**config.mk**
```make
export PLATFORM = sky130hd
export DESIGN_NAME = pin_event_unit
export DESIGN_NICKNAME = d
export VERILOG_FILES = /design/src/rtl/pin_event_pkg.sv /design/src/rtl/pin_event_regs.sv /design/src/rtl/pin_event_filter.sv /design/src/rtl/pin_event_line.sv /design/src/rtl/pin_event_unit.sv
export SDC_FILE = /design/constraint.sdc
export NUM_CORES = 1
export LEC_CHECK = 0
export ABC_AREA = 1
export BUFFER_PORTS_ARGS = -buffer_cell sky130_fd_sc_hd__buf_4
export CAP_MARGIN = 30
export CORE_MARGIN = 8
export CORE_UTILIZATION = 45
export CTS_BUF_LIST = sky130_fd_sc_hd__clkbuf_8
export CTS_CLUSTER_DIAMETER = 120
export DETAILED_ROUTE_END_ITERATION = 8
export PLACE_DENSITY = 0.64
export SETUP_SLACK_MARGIN = 0.3
export SLEW_MARGIN = 20
export SYNTH_ARGS = -nofsm -noshare
export SYNTH_HDL_FRONTEND = slang
export SYNTH_SLANG_ARGS = --single-unit
```
**constraint.sdc**
```tcl
create_clock -name clk -period 2.11 [get_ports clk]
set_input_delay 0.422 -clock clk [delete_from_list [all_inputs] [get_ports clk]]
set_output_delay 0.422 -clock clk [all_outputs]
set_load 0.01 [all_outputs]
```
**src/rtl/pin_event_pkg.sv**
```systemverilog
package pin_event_pkg;
    localparam int ADDR_W = 8;
    localparam int DATA_W = 32;

    localparam logic [ADDR_W-1:0] OFS_ENABLE = 8'h90;
    localparam logic [ADDR_W-1:0] OFS_MODE   = 8'h94;
    localparam logic [ADDR_W-1:0] OFS_FILTER = 8'h98;
    localparam logic [ADDR_W-1:0] OFS_PERIOD = 8'h9C;

    // glitch filter per line
    typedef enum logic {
        FLT_SETTLED,
        FLT_QUALIFY
    } flt_state_t;

    // event machine per line
    typedef enum logic [1:0] {
        EV_OFF,
        EV_LEVEL,
        EV_ARMED,
        EV_FIRE
    } ev_state_t;
endpackage

```
**src/rtl/pin_event_regs.sv**
```systemverilog
module pin_event_regs
    import pin_event_pkg::*;
#(
    parameter int LINES      = 24,
    parameter int PERIOD_W   = 8,
    parameter int PERIOD_RST = 255
) (
    input  logic                clk,
    input  logic                rst_n,
    input  logic                we,
    input  logic [ADDR_W-1:0]   addr,
    input  logic [DATA_W-1:0]   wdata,
    output logic [DATA_W-1:0]   rdata,
    output logic [LINES-1:0]    en,
    output logic [LINES-1:0]    mode,
    output logic [LINES-1:0]    filt,
    output logic [PERIOD_W-1:0] period
);
    localparam logic [PERIOD_W-1:0] PERIOD_INIT = PERIOD_W'(PERIOD_RST);

    logic [LINES-1:0]    en_q, mode_q, filt_q;
    logic [PERIOD_W-1:0] period_q;

    always_ff @(posedge clk or negedge rst_n) begin
        if (!rst_n) begin
            en_q     <= '0;
            mode_q   <= '0;
            filt_q   <= '0;
            period_q <= PERIOD_INIT;
        end else if (we) begin
            case (addr)
                OFS_ENABLE: en_q     <= wdata[LINES-1:0];
                OFS_MODE:   mode_q   <= wdata[LINES-1:0];
                OFS_FILTER: filt_q   <= wdata[LINES-1:0];
                OFS_PERIOD: period_q <= wdata[PERIOD_W-1:0];
                default:    ;
            endcase
        end
    end

    always_comb begin
        rdata = '0;
        case (addr)
            OFS_ENABLE: rdata[LINES-1:0]    = en_q;
            OFS_MODE:   rdata[LINES-1:0]    = mode_q;
            OFS_FILTER: rdata[LINES-1:0]    = filt_q;
            OFS_PERIOD: rdata[PERIOD_W-1:0] = period_q;
            default:    rdata = '0;
        endcase
    end

    logic unused_wdata;
    assign unused_wdata = ^wdata[DATA_W-1:LINES];

    assign en     = en_q;
    assign mode   = mode_q;
    assign filt   = filt_q;
    assign period = period_q;
endmodule

```
**src/rtl/pin_event_filter.sv**
```systemverilog
module pin_event_filter
    import pin_event_pkg::*;
#(
    parameter int PERIOD_W    = 8,
    parameter int SYNC_STAGES = 2
) (
    input  logic                clk,
    input  logic                rst_n,
    input  logic                pin,
    input  logic [PERIOD_W-1:0] period,
    output logic                raw,
    output logic                level,
    output logic                changed
);
    logic [SYNC_STAGES-1:0] sync_q;

    always_ff @(posedge clk or negedge rst_n) begin
        if (!rst_n) sync_q <= '0;
        else        sync_q <= {sync_q[SYNC_STAGES-2:0], pin};
    end

    assign raw = sync_q[SYNC_STAGES-1];

    flt_state_t          state_q, state_d;
    logic [PERIOD_W-1:0] cnt_q, cnt_d;
    logic                stable_q, stable_d, prev_q;

    // state register
    always_ff @(posedge clk or negedge rst_n) begin
        if (!rst_n) begin
            state_q  <= FLT_SETTLED;
            cnt_q    <= '0;
            stable_q <= 1'b0;
            prev_q   <= 1'b0;
        end else begin
            state_q  <= state_d;
            cnt_q    <= cnt_d;
            stable_q <= stable_d;
            prev_q   <= stable_q;
        end
    end

    // next state: count consecutive differing samples, accept at P+1
    always_comb begin
        state_d  = state_q;
        cnt_d    = cnt_q;
        stable_d = stable_q;
        unique case (state_q)
            FLT_SETTLED: begin
                if (raw != stable_q) begin
                    if (cnt_q >= period) begin
                        stable_d = raw;
                        cnt_d    = '0;
                    end else begin
                        state_d = FLT_QUALIFY;
                        cnt_d   = cnt_q + 1'b1;
                    end
                end
            end
            FLT_QUALIFY: begin
                if (raw == stable_q) begin
                    state_d = FLT_SETTLED;
                    cnt_d   = '0;
                end else if (cnt_q >= period) begin
                    state_d  = FLT_SETTLED;
                    stable_d = raw;
                    cnt_d    = '0;
                end else begin
                    cnt_d = cnt_q + 1'b1;
                end
            end
        endcase
    end

    assign level   = stable_q;
    assign changed = stable_q ^ prev_q;
endmodule

```
**src/rtl/pin_event_line.sv**
```systemverilog
module pin_event_line
    import pin_event_pkg::*;
(
    input  logic clk,
    input  logic rst_n,
    input  logic en,
    input  logic mode,
    input  logic filt,
    input  logic raw,
    input  logic level,
    input  logic changed,
    output logic out_n
);
    ev_state_t state_q, state_d;

    // state register
    always_ff @(posedge clk or negedge rst_n) begin
        if (!rst_n) state_q <= EV_OFF;
        else        state_q <= state_d;
    end

    always_comb begin
        if (!en) begin
            state_d = EV_OFF;
        end else if (!mode) begin
            state_d = EV_LEVEL;
        end else if (!filt) begin
            state_d = EV_OFF;
        end else if (changed && state_q != EV_FIRE) begin
            state_d = EV_FIRE;
        end else begin
            state_d = EV_ARMED;
        end
    end

    // outputs
    always_comb begin
        unique case (state_q)
            EV_OFF:   out_n = 1'b1;
            EV_LEVEL: out_n = filt ? level : raw;
            EV_ARMED: out_n = 1'b1;
            EV_FIRE:  out_n = 1'b0;
        endcase
    end
endmodule

```
**src/rtl/pin_event_unit.sv**
```systemverilog
module pin_event_unit
    import pin_event_pkg::*;
#(
    parameter int                IRQ_BASE    = 120,
    parameter int                LINES       = 24,
    parameter logic [LINES-1:0]  VALID_MASK  = 24'h1FDFFF,
    parameter int                PERIOD_W    = 8,
    parameter int                PERIOD_RST  = 255,
    parameter int                SYNC_STAGES = 2,
    localparam int               PIN_COUNT   = IRQ_BASE + LINES
) (
    input  logic                 clk,
    input  logic                 rst_n,
    input  logic                 cfg_we,
    input  logic [ADDR_W-1:0]    cfg_addr,
    input  logic [DATA_W-1:0]    cfg_wdata,
    output logic [DATA_W-1:0]    cfg_rdata,
    input  logic [PIN_COUNT-1:0] pin_in,
    output logic [LINES-1:0]     irq_n
);
    logic [LINES-1:0]    en_q, mode_q, filt_q;
    logic [PERIOD_W-1:0] period_q;
    logic [LINES-1:0]    line_pin;

    assign line_pin = pin_in[IRQ_BASE +: LINES];

    logic unused_pins;
    assign unused_pins = ^pin_in[IRQ_BASE-1:0];

    pin_event_regs #(
        .LINES      (LINES),
        .PERIOD_W   (PERIOD_W),
        .PERIOD_RST (PERIOD_RST)
    ) u_regs (
        .clk    (clk),
        .rst_n  (rst_n),
        .we     (cfg_we),
        .addr   (cfg_addr),
        .wdata  (cfg_wdata),
        .rdata  (cfg_rdata),
        .en     (en_q),
        .mode   (mode_q),
        .filt   (filt_q),
        .period (period_q)
    );

    for (genvar k = 0; k < LINES; k++) begin : g_line
        if (VALID_MASK[k]) begin : g_valid
            logic raw, level, changed;

            pin_event_filter #(
                .PERIOD_W    (PERIOD_W),
                .SYNC_STAGES (SYNC_STAGES)
            ) u_filter (
                .clk     (clk),
                .rst_n   (rst_n),
                .pin     (line_pin[k]),
                .period  (period_q),
                .raw     (raw),
                .level   (level),
                .changed (changed)
            );

            pin_event_line u_event (
                .clk     (clk),
                .rst_n   (rst_n),
                .en      (en_q[k]),
                .mode    (mode_q[k]),
                .filt    (filt_q[k]),
                .raw     (raw),
                .level   (level),
                .changed (changed),
                .out_n   (irq_n[k])
            );
        end else begin : g_hole
            logic unused_line;
            assign unused_line = en_q[k] ^ mode_q[k] ^ filt_q[k] ^ line_pin[k];
            assign irq_n[k]    = 1'b1;
        end
    end
endmodule

```
[After elaboration in Yosys (flattened, before gate mapping)]
Index checks and enable logic that the tools add are counted.
Operators by class
  reduce and logical (&&, ||, !) cells: 84
  $lt $le $gt $ge: 20
  $add $sub $neg: 20
  equality and inequality tests: 164
  muxes and demuxes: 362
  bitwise operators: 40
Operators with widths (count)
  8-bit 2-to-1 mux: 60
  8-bit one-hot mux with 2 select lines: 20
  8-bit by 1-bit adder with 8-bit output (second input constant): 20
  8-bit greater-or-equal comparator: 20
  1-bit 2-to-1 mux: 160
  2-bit 2-to-1 mux: 60
  2-bit equality test (second input constant): 40
  2-bit inequality test (second input constant): 40
  1-bit one-hot mux with 2 select lines: 40
  1-bit one-hot mux with 3 select lines: 20
  16-bit one-hot mux with 3 select lines: 1
  2-bit AND reduction: 24
  2-bit by 1-bit equality test with 1-bit output (second input constant): 20
  2-bit zero test: 20
  2-bit by 1-bit inequality test with 1-bit output (second input constant): 20
  2-bit OR reduction: 20
  8-bit equality test (second input constant): 4
  8-bit one-hot mux with 4 select lines: 1
  1-bit equality test: 20
  1-bit logical AND: 20
  1-bit inequality test: 20
  1-bit inverter: 20
  1-bit bitwise XOR: 20
Word-level totals
  input bits: 187
  register bits: 380

[Depth between registers and ports, before layout]
Gate-level depths: netlist of run 1.
  word-level depth: 6
  mapped depth: 11
  gate-level depth less buffers: 11

[Modules after synthesis]
From an unflattened synthesis of run 1, not the netlist that was laid out.
Unflattened totals
  cell total of the unflattened synthesis: 3114
  area total of the unflattened synthesis: 23731.5 um^2
Modules (own cells, without submodules)
  pin_event_filter at g_line[0].g_valid.u_filter ...: cells an instance 115, sequential area each 325.3 um^2, times used 19, area each 879.6 um^2
  pin_event_regs: cells an instance 491, sequential area each 2011.9 um^2, times used 1, area each 3958.8 um^2
  pin_event_line: cells an instance 16, sequential area each 50.0 um^2, times used 20, area each 107.6 um^2
  pin_event_filter at g_line[2].g_valid.u_filter: cells an instance 113, sequential area each 325.3 um^2, times used 1, area each 874.6 um^2
  pin_event_unit: cells an instance 5, sequential area each 0.0 um^2, times used 1, area each 33.8 um^2

[Worst setup path after synthesis of run 1]
OpenSTA, ideal clock, no wires.
  path kind: register -> register
  from: reg u_regs.period_q[7], in the netlist u_regs.period[7]
  to: reg g_line[18].g_valid.u_filter.stable_q
  cell stages (with the launch flop): 11
  period minus slack after synthesis: 1.981 ns
  data required time: 1.984 ns
  slack: 0.129 ns
  setup time: 0.126 ns
  arrival time: 1.855 ns
  cells stage by stage: dfstp_2 inv_1 ha_1 nand2_1 inv_1 nor2_1 o21a_1 clkbuf_1 nand2_1 nand2_1 o21ai_0
On the way
  longest elaborated chain between the ends: 4
  elaborated cells between the ends (all ways): 5
  classes of those cells: order compare (1); mux (4)
RTL lines
  from (decl): line pin_event_regs.sv:22  | logic [PERIOD_W-1:0] period_q;
  from (signal assigned): line pin_event_regs.sv:35  | OFS_PERIOD: period_q <= wdata[PERIOD_W-1:0];
  8-bit greater-or-equal comparator *: line pin_event_filter.sv:51, pin_event_filter.sv:64
  1-bit 2-to-1 mux *
  1-bit 2-to-1 mux (on tied branches)
  1-bit one-hot mux with 2 select lines *
  to (signal assigned): line pin_event_filter.sv:38  | stable_q <= stable_d;
  to (decl): line pin_event_filter.sv:26  | logic stable_q, stable_d, prev_q;
Every way passes the cells marked *; elsewhere a longest branch is shown, timed or not. The select of a mux whose other input is x is not followed.
A chain may end at the register's enable or synchronous reset.

[Final worst setup path of run 1]
  from: in cfg_addr[5]
  to: out cfg_rdata[15]
On the way
  longest elaborated chain between the ends: 2
  elaborated cells between the ends (all ways): 4
  classes of those cells: eq/ne (3); mux (1)
RTL lines
  from (decl): line pin_event_unit.sv:15  | input logic [ADDR_W-1:0] cfg_addr,
  8-bit equality test: line pin_event_regs.sv:43  | case (addr)
  16-bit one-hot mux with 3 select lines *: line pin_event_regs.sv:43
  to (decl): line pin_event_unit.sv:17  | output logic [DATA_W-1:0] cfg_rdata,
Every way passes the cells marked *; elsewhere a longest branch is shown, timed or not.

==> results by group, run 1 <==
Synth
  • Avg Cell Area, Syn: between 8 and 9 um^2
  • Adder-cell area share of the yosys netlist: 0.105
  • Area contributors post-synth: dfrtp_1 (43%), nand2_1 (15%), ha_1 (10%)
  • Sequential area share after synthesis: 0.444
  • Post-synthesis mux area share: 0
  • Top FF cell, synth: dfrtp_1
  • Largest area contributor in the netlist: dfrtp_1
  • Synthesized area: between 20000 and 25000 um^2
  • Number of synthesized register bits: 380
  • Post-Synth XOR/XNOR Area: 0.0408
  • Main combinational cell family by area after synthesis: simple AND/OR/NAND/NOR gates
  • Syn Inst Count: roughly 2.7k
  • Synth top area share: 0.434
  • Yosys cell types: 30
  • Area share of and/or/nand/nor cells after synthesis: 0.242
  • Synth Warn #: 0
  • Number of flops mapped to enable cells by yosys: 0
  • Post-synthesis compound-gate area fraction: 0.0940
  • Async SR Flop Fraction: 1.00

Finish
  • Synthesis-to-finish area growth: 30.0%
  • Total Nets Final: 3336
  • Final instance area: approximately 28000 um^2
  • Layout cells sized above 1: 0.225
  • Final core occ: 0.588
  • Non-filler cells, final: 3642
  • Final-layout fill cell count: roughly 4.1k

Worst setup path
  • CP Class: in2out
  • Critical Path RT: 1690 ps
  • Setup crit end kind: output port
  • CP Launch Type: input port
  • Max Fanout on Critical Path: 5
  • Crit path DAT: ~1700 ps

STA
  • # setup viols final: 1
  • Final Hold Vio Count: 0
  • Fmax: roughly 0.47 GHz
  • Post-Route Skew: between 20 and 25 ps
  • Slew @ Worst Pin: 779 ps
  • Unrepaired setup endpoints after global routing: yes
  • Max Slew Vio Count: 0
  • Tcrit/Tclk final: 1.00
  • Final Critical Period: between 2000 and 2500 ps
  • Setup WS post-layout: -7.94 ps
  • Relative slew slack: 0.479

Clock network
  • Root Buffer: clkbuf_8
  • Clock H-tree levels: 3
  • Latest clock arrival within the worst-skew pair: 640 ps
  • Clk sink count: 380
  • Reg clk slew, reported paths: 60 ps
  • CTS max path bufs: 3
  • CTS tree: built
  • CTS buffer count: 70

Die
  • Die width: 234 um
  • Die footprint: ~55000 um^2
  • Row cnt: 80
  • Effective utilization at floorplan: 0.452
  • Die Height: between 200 and 250 um
  • Core area: approximately 47000 um^2
  • I/O Pins: 243

Min path
  • Worst hold path class: in2reg

Routing
  • Drt wl/cell: 16.0 um
  • Number of DRC markers in iteration 0: around 1.2k
  • Drc violations: 0
  • First drt pass iteration count: 5
  • Routed vias/inst: a little over 5
  • Post-route ant nets: 0
  • Via count: 18.7k
  • Routed WL: roughly 58000 um

Placed design
  • Dpl cells: between 3k and 4k
  • # port buffers: 98
  • Placed Area: between 20000 and 25000 um^2
  • Hpwl dp: between 30000 and 40000 um
  • Final GP Congestion: 0.847

Outcome
  • Status: finished with violations
  • Violated checks: setup timing

Pwr
  • Pleak: 0.0140 uW
  • Total power: about 19000 uW
  • Peak supply drop: between 0.5 and 0.6 mV
  • Power Dens Cells: between 600 and 700 nW/um^2

Global route
  • Initial antenna violation count: 1
  • Vias in the first global route: 18.5k
  • First-pass GRT wire length: approximately 93000 um
  • Largest net degree at the start of global routing: 61
  • Remaining Overflow, GRT: 0
  • Total track usage: 0.212

Flow run
  • Max-cap violations: 0
-- area by class of cell --
cell class              instances  area (um^2)  share of cell area
flip-flops and latches        380         9520               0.341
clock inverters                41          211             0.00758
inverters                     321         1250              0.0448
diodes                          1         2.50           0.0000897
multi-input cells            1926        12100               0.433
well taps                     615          769              0.0276
repair buffers                270         2840               0.102
clock buffers                  88         1210              0.0434
-- path summary, 6_finish.rpt --
check	start	endpoint	slack, ps	cells after the start
max	cfg_addr[5]	cfg_rdata[15]	-8	9
min	cfg_wdata[14]	u_regs.filt[14]	50	3
max reg2reg	u_regs.period[7]	g_line[12].g_valid.u_filter.cnt_q[5]	20	10
min reg2reg	g_line[17].g_valid.u_filter.sync_q[0]	g_line[17].g_valid.u_filter.sync_q[1]	350	0
max in group asynchronous	rst_n	g_line[9].g_valid.u_filter.cnt_q[0]	1050	3
min in group asynchronous	rst_n	g_line[1].g_valid.u_filter.sync_q[1]	310	2
-- layout by cell type (no fill, tap or decap), types with 4 or more instances in the layout --
master / netlist / routed
buf_6: 4 / 27
buf_12: 0 / 31
o21ai_0: 255 / 78
nand2_4: 3 / 17
buf_4: 43 / 155
ha_1: 180 / 126
a21oi_2: 0 / 4
clkinv_2: 0 / 10
nor3_4: 4 / 5
inv_2: 3 / 24
a21oi_1: 62 / 58
nor2_2: 0 / 17
nand3b_1: 20 / 20
nand3_4: 0 / 19
o21ai_1: 11 / 103
nand4_1: 44 / 44
clkinvlp_4: 0 / 6
conb_1: 2 / 12
nand2_1: 861 / 774
ha_4: 0 / 54
inv_1: 317 / 314
xor2_1: 82 / 82
clkbuf_8: 0 / 88
dfstp_2: 8 / 8
nor2_4: 2 / 5
o21bai_1: 18 / 18
o21a_2: 0 / 17
xnor2_1: 18 / 18
buf_16: 0 / 6
nor2_1: 174 / 154
buf_8: 0 / 5
o21ai_2: 0 / 84
o211ai_1: 12 / 12
dfrtp_1: 372 / 369
dlygate4sd3_1: 0 / 43
nand3_1: 120 / 96
nand2_2: 1 / 75
nor3_1: 21 / 20
nand3_2: 0 / 5
-- cell usage after synthesis (5+ instances only) --
| cell | instances |
|---|---|
| o21bai_1 | 18 |
| inv_1 | 317 |
| ha_1 | 180 |
| o211ai_1 | 12 |
| xnor2_1 | 18 |
| dfstp_2 | 8 |
| clkbuf_1 | 5 |
| o21a_1 | 20 |
| dfrtp_1 | 372 |
| xor2_1 | 82 |
| nand4_1 | 44 |
| nand3_1 | 120 |
| o21ai_0 | 255 |
| buf_4 | 43 |
| nor3_1 | 21 |
| nand2_1 | 861 |
| a21oi_1 | 62 |
| o21ai_1 | 11 |
| nor2_1 | 174 |
| nand3b_1 | 20 |
-- report_power, final --
| group | leakage [uW] | switching [uW] | internal [uW] | total (uW) |
|---|---|---|---|---|
| logic | 0.00852 | 1620 | 1350 | 2970 |
| clock network | 0.000820 | 3220 | 3890 | 7110 |
| registers | 0.00471 | 699 | 7850 | 8550 |
| total | 0.0140 | 5540 | 13100 | 18600 |
-- metrics by stage --
stage	hold WS (ps)	setup TNS, ps	worst slack [ps]
6_report	54.5	-7.94	-7.94
5_1_grt	38.3	-1040	-74.2
4_1_cts	9.50	-5.01	-5.01
3_5_place_dp	336	-1440	-112
3_3_place_gp	333	-1560	-111
2_1_floorplan	126	0	176
-- routing by layer --
layer,track usage,up-vias,wire (um)
met1,0.262,8932,24800
met2,0.352,447,28100
met5,0,-,0
li1,-,9205,-
met3,0.0495,136,3230
met4,0.0895,0,2200
-- critical path, cell delays in order --
cell and delay, ps:
buf_8 100, nor3_4 310, buf_6 190, nand2_8 80, inv_12 120, buf_12 110, nand2_1 40, o211ai_1 130
buf_4 170
-- registers in the layout, summed over array words and instances (netlist names) --
name                             flops
u_regs.filt                         24
g_line.g_valid.u_filter.state_q     20
u_regs.period                        8
u_regs.en                           24
g_line.g_valid.u_filter.level       20
g_line.g_valid.u_event.state_q      40
u_regs.mode                         24
g_line.g_valid.u_filter.prev_q      20
g_line.g_valid.u_filter.sync_q      40
g_line.g_valid.u_filter.cnt_q      160
-- cells by family (layout without fill, tap and decap cells) --
kind of cell / count (synthesis) / count (layout)
xor+xnor: 100 / 100
buf+inv: 375 / 720
flops: 380 / 380
fa+ha+maj: 180 / 180
other cells: 2 / 13
compound gates: 378 / 380
simple gates: 1252 / 1254
-- what timing repair did --
action | CTS | global route
pin swaps | 93 | 77
endpoints found under the hold margin | 125 | 0
gates cloned | 9 | 4
hold buffers | 43 | 0
gates resized for setup | 352 | 235
setup buffers | 38 | 26
setup endpoints to repair | 216 | 244
Power figures use the tool's default switching activity.
==> run 2, diff against run 1 <==
- CORE_UTILIZATION: 45 -> 55
- PLACE_DENSITY: 0.64 -> 0.77
==> run 2 against run 1 <==
The flow now finishes without violations. Design area down 5.5%. Count of clock-buffer cells in the layout down 4. Sequential power down 0.6%. Register-to-register slack better by 60 ps. Largest cell class unchanged.
==> results by group, run 2 (same netlist as run 1, synthesis figures left out) <==
Clock network
  • CTS buffer count: 69
  • Clk sink count: between 300 and 400
  • Latest clock arrival within the worst-skew pair: approximately 610 ps
  • Reg clk slew, reported paths: 60 ps
  • Clock H-tree levels: 3
  • CTS tree: built
  • CTS max path bufs: 3
  • Root Buffer: clkbuf_8

Worst setup path
  • CP Class: in2out
  • CP Launch Type: input port
  • Max Fanout on Critical Path: 5
  • Reg2reg start: u_regs.period[7]
  • RR Endpoint: g_line[9].g_valid.u_filter.cnt_q[0]
  • Crit path DAT: about 1700 ps
  • Setup crit end kind: output port
  • Worst R2R Setup Slack: 80 ps
  • Critical Path RT: 1690 ps
  • FF-to-FF path depth: 9

Finish
  • Final-layout fill cell count: ~3k
  • Commonest non-fill, non-tap cell in the layout: nand2_1
  • Most flops, register: g_line.g_valid.u_filter.cnt_q
  • Total Nets Final: approximately 3.3k
  • Synthesis-to-finish area growth: 22.8%
  • Max FFs per register: 160
  • Antenna cells: 0
  • Most frequent cells in the layout: nand2_1 (824), dfrtp_1 (370), inv_1 (333)
  • Regs by FF count: g_line.g_valid.u_filter.cnt_q (160), g_line.g_valid.u_event.state_q (40), g_line.g_valid.u_filter.sync_q (40)
  • Layout cells sized above 1: 0.170

Pwr
  • Pleak: roughly 0.014 uW
  • P_int: 12600 uW
  • Switching Share: 0.293
  • Logic pwr share: 0.143
  • Share of power burned in registers: 0.475
  • Clock share of power: 0.382
  • Peak supply drop: roughly 0.6 mV
  • Net switching power figure: between 5000 and 6000 uW
  • Power Dens Cells: 679 nW/um^2

Min path
  • WHS Endpoint: u_regs.period[0]
  • Worst hold path startpoint: cfg_wdata[0]
  • Worst hold path class: in2reg
  • Hold Path Depth: 3

Placed design
  • Worst slack at placement: -146 ps
  • # port buffers: 98
  • Final GP Congestion: slightly below 0.9
  • Hpwl dp: 35800 um

Global route
  • GR Util met1: 0.283
  • Largest net degree at the start of global routing: 77
  • Initial antenna violation count: 0
  • GRT busiest layer: met2
  • Remaining Overflow, GRT: 0
  • Met3 GRT Util: 0.0510
  • Total track usage: 0.237
  • M2 GR Usage: 0.404
  • Vias in the first global route: between 15k and 20k
  • First-pass GRT wire length: ~90000 um

Routing
  • First drt pass iteration count: 5
  • Number of DRC markers in iteration 0: around 1.3k
  • Post-route ant nets: 0
  • Via count: between 15k and 20k
  • Routed vias/inst: approximately 5.3
  • Routed WL: around 54000 um
  • Drt wl/cell: roughly 15 um
  • Drc violations: 0

STA
  • Slew @ Worst Pin: 579 ps
  • Tcrit/Tclk final: 0.985
  • Relative slew slack: 0.612
  • # setup viols final: 0
  • Final Hold Vio Count: 0
  • Fmax: 0.481 GHz
  • Max Slew Vio Count: 0
  • Final setup TNS: 0 ps
  • Setup WS post-layout: between 30 and 40 ps
  • Final Critical Period: about 2100 ps
  • Unrepaired setup endpoints after global routing: yes
  • Post-Route Skew: about 18 ps

Die
  • Row cnt: 72
  • Core area: ~39000 um^2
  • Effective utilization at floorplan: 0.556
  • Die Height: 214 um
  • Die width: 214 um
  • I/O Pins: roughly 240
  • Die footprint: roughly 46000 um^2

Flow run
  • Max-cap violations: 0

Outcome
  • Status: finished, final reports clean
run 2: area by class of cell:
| class | instances | area (um^2) | area share |
|---|---|---|---|
| flip-flops and latches | 380 | 9520 | 0.361 |
| multi-input cells | 1924 | 11200 | 0.427 |
| clock buffers | 84 | 1160 | 0.0439 |
| repair buffers | 249 | 2360 | 0.0896 |
| clock inverters | 36 | 183 | 0.00693 |
| inverters | 321 | 1240 | 0.0472 |
| well taps | 518 | 648 | 0.0246 |
run 2: per-stage QoR:
stage	total power, uW	hold WS, ps	util	cell area [um^2]	instances
4_1_cts	17900	0.490	0.664	25600	3489
6_report	17900	35.6	0.684	26400	3512
2_1_floorplan	9870	126	-	21600	2677
3_5_place_dp	10800	292	0.605	23300	3307
3_3_place_gp	10600	290	0.605	23300	3307
5_1_grt	18800	28.1	0.684	26400	3512
run 2: worst max-delay path, stage by stage:
cell,delay (ps)
buf_6,100
inv_4,50
nand2_4,70
buf_6,130
nor3_4,170
nand2_4,110
clkinv_8,100
buf_12,130
nand2_4,40
nand4_1,170
buf_4,160
run 2: worst max path at each step:
stage,endpoint,slack [ps],start,cells after the start
floorplan,g_line[1].g_valid.u_filter.cnt_q[0],180,u_regs.period[7],8
global placement,cfg_rdata[10],-150,cfg_addr[1],11
detailed placement,cfg_rdata[10],-150,cfg_addr[1],11
CTS,cfg_rdata[3],30,cfg_addr[0],11
global route,cfg_rdata[3],-30,cfg_addr[1],11
finish,cfg_rdata[3],30,cfg_addr[1],11
run 2: per-layer routing:
layer	share of wire	wire, um
met5	0	0
met4	0.041	2220
met3	0.054	2950
met2	0.49	26600
met1	0.41	22500
run 2: power by group through the flow:
stage / registers (uW) / clock network (uW) / logic (uW)
2_1_floorplan: 8420 / 0 / 1450
4_1_cts: 8470 / 6980 / 2400
6_report: 8500 / 6830 / 2550
3_5_place_dp: 8580 / 0 / 2250
3_3_place_gp: 8550 / 0 / 2090
5_1_grt: 8590 / 7290 / 2900
run 2: timing repair:
item                                   in CTS  in global routing
setup buffers                              36                 22
pin swaps                                  29                 46
gates cloned                                2                  1
setup endpoints to repair                 221                244
hold buffers                               24                  0
gates resized for setup                   176                207
endpoints found under the hold margin      72                  0
